**src/rtl/fetch_pkg.sv**
```systemverilog
package fetch_pkg;
  localparam int STATE_W = 3;
  localparam int PCSEL_W = 2;
  localparam logic [PCSEL_W-1:0] PCSEL_INC = '0;

  typedef enum logic [STATE_W-1:0] {
    ST_IDLE = 3'd0,
    ST_F1   = 3'd1,
    ST_F2   = 3'd2,
    ST_F3   = 3'd3,
    ST_F4   = 3'd4,
    ST_F5   = 3'd5,
    ST_DEC  = 3'd6
  } fstate_t;

  typedef struct packed {
    logic               pc_gate;
    logic               mar_ld;
    logic               mem_rw;
    logic               mem_en;
    logic               mdr_ld;
    logic               mdr_gate;
    logic               ir_ld;
    logic [PCSEL_W-1:0] pc_sel;
    logic               pc_ld;
  } strobe_t;
endpackage

```
**src/rtl/fetch_req_arm.sv**
```systemverilog
module fetch_req_arm (
  input  logic clk,
  input  logic rst,
  input  logic start,
  input  logic launch,
  output logic armed
);
  // A request is consumed at launch and re-armed once start is seen low.
  always_ff @(posedge clk) begin
    if (rst)         armed <= 1'b1;
    else if (launch) armed <= 1'b0;
    else if (!start) armed <= 1'b1;
  end
endmodule

```
**src/rtl/fetch_step_fsm.sv**
```systemverilog
module fetch_step_fsm
  import fetch_pkg::*;
(
  input  logic    clk,
  input  logic    rst,
  input  logic    go,
  output fstate_t st
);
  fstate_t st_nx;

  always_comb begin
    st_nx = st;
    unique case (st)
      ST_IDLE: st_nx = go ? ST_F1 : ST_IDLE;
      ST_F1:   st_nx = ST_F2;
      ST_F2:   st_nx = ST_F3;
      ST_F3:   st_nx = ST_F4;
      ST_F4:   st_nx = ST_F5;
      ST_F5:   st_nx = ST_DEC;
      ST_DEC:  st_nx = ST_IDLE;
      default: st_nx = ST_IDLE;
    endcase
  end

  always_ff @(posedge clk) begin
    if (rst) st <= ST_IDLE;
    else     st <= st_nx;
  end
endmodule

```
**src/rtl/fetch_strobe_dec.sv**
```systemverilog
module fetch_strobe_dec
  import fetch_pkg::*;
(
  input  fstate_t st,
  output strobe_t stb,
  output logic    hand_off
);
  // Moore decode: every strobe is a pure function of the current step.
  always_comb begin
    stb        = '0;
    stb.pc_sel = PCSEL_INC;
    hand_off   = 1'b0;
    unique case (st)
      ST_F1: begin
        stb.pc_gate = 1'b1;
        stb.mar_ld  = 1'b1;
      end
      ST_F2: begin
        stb.mem_rw = 1'b1;
        stb.mem_en = 1'b1;
      end
      ST_F3: stb.mdr_ld = 1'b1;
      ST_F4: begin
        stb.mdr_gate = 1'b1;
        stb.ir_ld    = 1'b1;
        stb.pc_ld    = 1'b1;
      end
      ST_DEC:  hand_off = 1'b1;
      default: ;
    endcase
  end
endmodule

```
**src/rtl/fetch_seq.sv**
```systemverilog
module fetch_seq
  import fetch_pkg::*;
(
  input  logic               clk,
  input  logic               rst,
  input  logic               start,
  output logic               pc_gate,
  output logic               mar_ld,
  output logic               mem_rw,
  output logic               mem_en,
  output logic               mdr_ld,
  output logic               mdr_gate,
  output logic               ir_ld,
  output logic [PCSEL_W-1:0] pc_sel,
  output logic               pc_ld,
  output logic               done,
  output logic [STATE_W-1:0] state_o
);
  fstate_t st;
  strobe_t stb;
  logic    armed;
  logic    go;

  assign go = (st == ST_IDLE) && start && armed;

  fetch_req_arm u_arm (
    .clk    (clk),
    .rst    (rst),
    .start  (start),
    .launch (go),
    .armed  (armed)
  );

  fetch_step_fsm u_fsm (
    .clk (clk),
    .rst (rst),
    .go  (go),
    .st  (st)
  );

  fetch_strobe_dec u_dec (
    .st       (st),
    .stb      (stb),
    .hand_off (done)
  );

  assign pc_gate  = stb.pc_gate;
  assign mar_ld   = stb.mar_ld;
  assign mem_rw   = stb.mem_rw;
  assign mem_en   = stb.mem_en;
  assign mdr_ld   = stb.mdr_ld;
  assign mdr_gate = stb.mdr_gate;
  assign ir_ld    = stb.ir_ld;
  assign pc_sel   = stb.pc_sel;
  assign pc_ld    = stb.pc_ld;
  assign state_o  = st;
endmodule

```
**config.mk**
```make
export PLATFORM = sky130hd
export DESIGN_NAME = fetch_seq
export DESIGN_NICKNAME = d
export VERILOG_FILES = /design/src/rtl/fetch_pkg.sv /design/src/rtl/fetch_req_arm.sv /design/src/rtl/fetch_step_fsm.sv /design/src/rtl/fetch_strobe_dec.sv /design/src/rtl/fetch_seq.sv
export SDC_FILE = /design/constraint.sdc
export NUM_CORES = 1
export LEC_CHECK = 0
export BUFFER_PORTS_ARGS = -buffer_cell sky130_fd_sc_hd__buf_2
export CELL_PAD_IN_SITES_DETAIL_PLACEMENT = 2
export CELL_PAD_IN_SITES_GLOBAL_PLACEMENT = 2
export CORE_AREA = 2 2 39 41
export DETAILED_ROUTE_END_ITERATION = 6
export DIE_AREA = 0 0 41 43
export PLACE_DENSITY = 0.72
export SLEW_MARGIN = 20
export SYNTH_ARGS = -nofsm -noshare
export SYNTH_HDL_FRONTEND = slang
export SYNTH_SLANG_ARGS = --single-unit
```
**constraint.sdc**
```tcl
create_clock -name clk -period 2.7 [get_ports clk]
set_input_delay 0.54 -clock clk [delete_from_list [all_inputs] [get_ports clk]]
set_output_delay 0.54 -clock clk [all_outputs]
set_load 0.01 [all_outputs]
```
==> impl_metrics.py, run 1 <==
metrics = {
    "run_status": {
        "outcome": "completed",
    },
    "sta": {
        "hold_ws_ns": 0.511,
        "final.min_clock_period_ns": 1.77,
        "rsz0062_at_grt": "no",
        "fin_skew_ns": 0.00253,
        "setup_ws_ns": 0.929,
        "fmax_mhz": 565,
        "post-route-period-util": 0.656,
        "hold_viol": 0,
        "finalSetupViolations": 0,
        "slew_viol_final": 0,
        "timing.setup.tns_ns": 0,
    },
    "power": {
        "p_total_mw": 0.183,
        "power.switching_mw": 0.0506,
        "power_density_mw_per_mm2": 590,
        "p_int_mw": 0.132,
        "p_sw_frac": 0.277,
        "pwr-share-comb": 0.202,
        "clkPwrFrac": 0.394,
        "p_seq_frac": 0.404,
        "p_leak_nw": 0.184,
        "max-vdd-ir-drop_mv": 0.207,
    },
    "route": {
        "drcViolationCount": 0,
        "ant_nets": 0,
        "vias": 214,
        "dr.pass1.iters": 2,
        "avgViaCountPerCell": 4.12,
        "drt_iter0_markers": 2,
        "route.detailed.wl_per_inst_um": 10.7,
        "totalWireLength_um": 556,
    },
    "place": {
        "io_buffers": 14,
        "place_inst": 49,
        "gp_congestion": 0.710,
        "place_area_um2": 288,
        "place_ws_ns": 1.16,
    },
    "critical_path": {
        "critPathArrivalTime_ns": 1.23,
        "cp-end-kind": "output port",
        "cp.required_ns": 2.16,
        "cp_max_fo": 10,
        "critical_path_class": "flip-flop to output port",
        "start_kind": "flip-flop",
    },
    "finish": {
        "drive_gt1_frac": 0.500,
        "nets": 41,
        "postLayoutCellArea_um2": 310,
        "fin_util": 0.224,
        "final_common_cell": "buf_2",
        "most-common-layout-cells": "14 x buf_2, 4 x dfxtp_1, 3 x clkbuf_4",
        "area_growth_syn_to_layout_pct": 24.0,
        "final_cells": 52,
        "diodes": 0,
    },
    "floorplanning": {
        "start_util": 0.181,
        "core_area_mm2": 0.00138,
        "ios": 17,
        "fp.dieArea_mm2": 0.00176,
        "rows": 14,
        "die_h_um": 43,
        "die_w_um": 41,
    },
    "synth": {
        "yosysTopAreaCell": "dfxtp_1",
        "synth_cell_type_count": 13,
        "yosys_warnings": 0,
        "syn_area_um2": 250,
        "synth-edff-count": 0,
        "synth-seq-cells": 4,
        "yosysTopAreaCellShare": 0.320,
        "netlist_instances": 25,
        "yosysSeqAreaShare": 0.320,
        "avgSynthCellArea_um2": 10.0,
        "synth_area_leaders": "dfxtp_1 32%, buf_4 18%, o21ba_1 8.0%",
        "synth_flop_cell": "dfxtp_1",
        "async_reset_ff_frac": 0,
    },
    "cts": {
        "ctsHoldBuffers": 0,
        "cts_resized": 0,
        "postCtsSetupRepairBufs": 0,
        "tritoncts": "done",
        "cts-root-buf": "clkbuf_4",
        "numCtsBuffers": 3,
        "insertion_delay_ns": 0.23,
        "h-tree-depth": 1,
        "cts_sinks": 4,
        "path_clk_slew_ns": 0.03,
        "clockBufferDepth": 2,
    },
    "global_route": {
        "grt_pass1_vias": 205,
        "grt_max_degree": 12,
        "grt_antenna_before_repair": 0,
        "grt_pass1_wl_um": 917,
        "grt-ovfl-total": 0,
        "grt_use_total": 0.0814,
    },
    "min_path": {
        "hp-class": "flip-flop to flip-flop",
    },
    "run": {
        "max_cap_viol_count": 0,
    },
}
[worst max-delay path, cell delays in order (launching register included)]
cell     delay (ns)
dfxtp_1        0.48
nor3b_1        0.33
buf_2          0.20
[flip-flops by register name (all words and copies together), names as in the netlist]
register     count
u_arm.armed      1
u_fsm.st         3
[area by class of cell]
class	count	area, um^2
timing repair buffer	14	70.1
tap	16	20.0
sequential	4	80.1
fill	166	1070
clock buffer	3	22.5
multi-input combinational	15	118
[synthesized netlist by cell type, types with 2 or more instances]
library cell / n
nor2b_1: 2
o21ba_1: 2
buf_4: 6
and3b_1: 2
dfxtp_1: 4
nor3b_1: 2
[power groups by stage]
stage	combinational (mW)	clock, mW	sequential (mW)
2_1_floorplan	0.0329	0	0.0727
3_3_place_gp	0.0367	0	0.0747
3_5_place_dp	0.0374	0	0.0748
4_1_cts	0.0379	0.0771	0.0739
5_1_grt	0.0418	0.0818	0.0761
6_report	0.0369	0.0721	0.0739
[cell families (layout without fill, tap and decap cells)]
| kind of cell | Yosys count | after routing | synth area share |
|---|---|---|---|
| and+or+nand+nor | 8 | 8 | 0.260 |
| buffers and inverters | 7 | 17 | 0.225 |
| AOI/OAI and AO/OA | 5 | 5 | 0.180 |
| DFF | 4 | 4 | 0.320 |
| other | 1 | 2 | 0.0150 |
[final timing paths]
kind / end / slack [ns] / start / cells after the start
setup / recovery: mdr_gate / 0.93 / u_fsm.st[2] / 2
hold / removal: u_arm.armed / 0.51 / u_arm.armed / 2
hold reg to reg: u_arm.armed / 0.51 / u_arm.armed / 2
setup reg to reg: u_fsm.st[2] / 1.70 / u_fsm.st[2] / 2
[layer usage]
layer,vias up,global-route usage,wire length (um)
li1,103,-,-
met1,98,0.103,257
met2,13,0.0938,234
met3,0,0.0524,65
met4,0,0.0600,0
met5,-,0,0
Note: power is estimated with default switching activity, not from simulation.
==> run 2: changes to the inputs <==
--- a/config.mk
+++ b/config.mk
@@ -8,10 +8,10 @@
 export BUFFER_PORTS_ARGS = -buffer_cell sky130_fd_sc_hd__buf_2
 export CELL_PAD_IN_SITES_DETAIL_PLACEMENT = 2
 export CELL_PAD_IN_SITES_GLOBAL_PLACEMENT = 2
-export CORE_AREA = 2 2 39 41
+export CORE_MARGIN = 2
+export CORE_UTILIZATION = 17
 export DETAILED_ROUTE_END_ITERATION = 6
-export DIE_AREA = 0 0 41 43
-export PLACE_DENSITY = 0.72
+export PLACE_DENSITY = 0.69
 export SLEW_MARGIN = 20
 export SYNTH_ARGS = -nofsm -noshare
 export SYNTH_HDL_FRONTEND = slang
==> constraint.sdc (replaced) <==
create_clock -name clk -period 1.5 [get_ports clk]
set_input_delay 0.3 -clock clk [delete_from_list [all_inputs] [get_ports clk]]
set_output_delay 0.3 -clock clk [all_outputs]
set_load 0.01 [all_outputs]
==> run 2 against run 1 <==
Sequential cell count stayed put; setup slack worse by 0.81 ns; critical path depth unchanged; sequential share of layout area is 0.57 points higher; cell area increased by 2.4%; largest cell class unchanged; highest routed layer unchanged.
==> impl_metrics.py, run 2 (synthesized netlist as in run 1, its figures left out) <==
metrics = {
    "sta": {
        "fin_skew_ns": 0.00217,
        "slew_viol_final": 0,
        "post-route-period-util": 0.922,
        "fmax_mhz": 723,
        "finalSetupViolations": 0,
        "hold_viol": 0,
        "rsz0062_at_grt": "no",
        "final.min_clock_period_ns": 1.38,
        "setup_ws_ns": 0.117,
        "timing.setup.tns_ns": 0,
    },
    "floorplanning": {
        "die_w_um": 42.4,
        "ios": 17,
        "start_util": 0.188,
        "fp.dieArea_mm2": 0.00179,
        "rows": 13,
        "core_area_mm2": 0.00133,
        "die_h_um": 42.4,
    },
    "route": {
        "route.detailed.wl_per_inst_um": 10.5,
        "avgViaCountPerCell": 4.25,
        "vias": 217,
        "ant_nets": 0,
        "drcViolationCount": 0,
        "dr.pass1.iters": 1,
        "drt_iter0_markers": 0,
        "totalWireLength_um": 538,
    },
    "cts": {
        "cts_sinks": 4,
        "ctsHoldBuffers": 0,
        "clockBufferDepth": 2,
        "cts-root-buf": "clkbuf_4",
        "tritoncts": "done",
        "postCtsSetupRepairBufs": 0,
        "numCtsBuffers": 3,
        "path_clk_slew_ns": 0.03,
        "insertion_delay_ns": 0.23,
        "h-tree-depth": 1,
    },
    "critical_path": {
        "critical_path_class": "flip-flop to output port",
        "critPathArrivalTime_ns": 1.08,
        "cp_max_fo": 11,
        "ff2ff_setup_slack_ns": 0.61,
        "start_kind": "flip-flop",
        "cp.required_ns": 1.20,
        "cp-end-kind": "output port",
    },
    "finish": {
        "drive_gt1_frac": 0.611,
        "nets": 41,
        "most-common-layout-cells": "14 x buf_2, 3 x clkbuf_4, 3 x dfxtp_2",
        "top_register": "u_fsm.st",
        "largest_reg_flops": 3,
        "reg.largest.list": "u_fsm.st (3), u_arm.armed (1)",
        "diodes": 0,
        "final_cells": 51,
        "final_common_cell": "buf_2",
        "area_growth_syn_to_layout_pct": 27.0,
    },
    "place": {
        "io_buffers": 14,
        "gp_congestion": 0.650,
        "place_ws_ns": 0.193,
        "place_inst": 48,
    },
    "global_route": {
        "grt_pass1_wl_um": 897,
        "grt_antenna_before_repair": 0,
        "grt_use_total": 0.0685,
        "grt-ovfl-total": 0,
        "grt_pass1_vias": 190,
        "grt_max_degree": 12,
    },
    "run_status": {
        "outcome": "completed",
    },
    "min_path": {
        "hp-class": "primary input to flip-flop",
    },
    "power": {
        "max-vdd-ir-drop_mv": 0.322,
        "power_density_mw_per_mm2": 1040,
        "p_leak_nw": 0.189,
    },
    "run": {
        "max_cap_viol_count": 0,
    },
}
==> run 2: cell types whose count changed in the layout (fill, tap and decap cells not counted) <==
cell / change
dfxtp_1: -3
nor3b_2: +1
dfxtp_2: +3
nor3b_1: -1
==> run 2: final timing paths <==
check / start / endpoint / depth (start not counted)
worst max-delay path: u_fsm.st[1] / mem_rw / 2
worst min-delay path: rst / u_fsm.st[0] / 2
worst max register to register: u_fsm.st[1] / u_fsm.st[1] / 2
worst min register to register: u_arm.armed / u_arm.armed / 2
==> run 2: final cells by class <==
class,count,area (um^2)
clock buffers,3,22.5
well taps,15,18.8
multi-input cells,15,123
fillers,162,1020
repair buffers,14,70.1
flip-flops and latches,4,83.8
==> run 2: report_power, final <==
group | internal, mW | switching [mW] | total [mW]
registers | 0.118 | 0.0181 | 0.136
logic | 0.0330 | 0.0324 | 0.0653
clock network | 0.0893 | 0.0409 | 0.130
==> run 2: metal layers <==
metal,global-route usage,share of wire,up-vias,wire (um)
li1,-,-,106,-
met1,0.0818,0.45,96,240
met2,0.0923,0.42,15,228
met3,0.0302,0.13,0,69
met4,0.0563,0,0,0
met5,0,0,-,0
==> run 2: what timing repair did <==
item	CTS	global route
setup endpoints to repair	5	5
hold endpoints to repair	0	0
gates resized for setup	2	2
==> run 2: through the flow <==
| step | cell area, um^2 | util | power [mW] | hold WS [ns] |
|---|---|---|---|---|
| after floorplan | 254 | - | 0.190 | 0.382 |
| after global placement | 287 | 0.215 | 0.200 | 0.490 |
| after detailed placement | 287 | 0.215 | 0.201 | 0.516 |
| after CTS | 315 | 0.236 | 0.342 | 0.276 |
| after global routing | 318 | 0.238 | 0.360 | 0.278 |
| final | 318 | 0.238 | 0.332 | 0.268 |
==> run 2: critical path, cell delays in order (launching register included) <==
cell	delay, ns
dfxtp_2	0.42
nor3b_2	0.26
buf_2	0.17
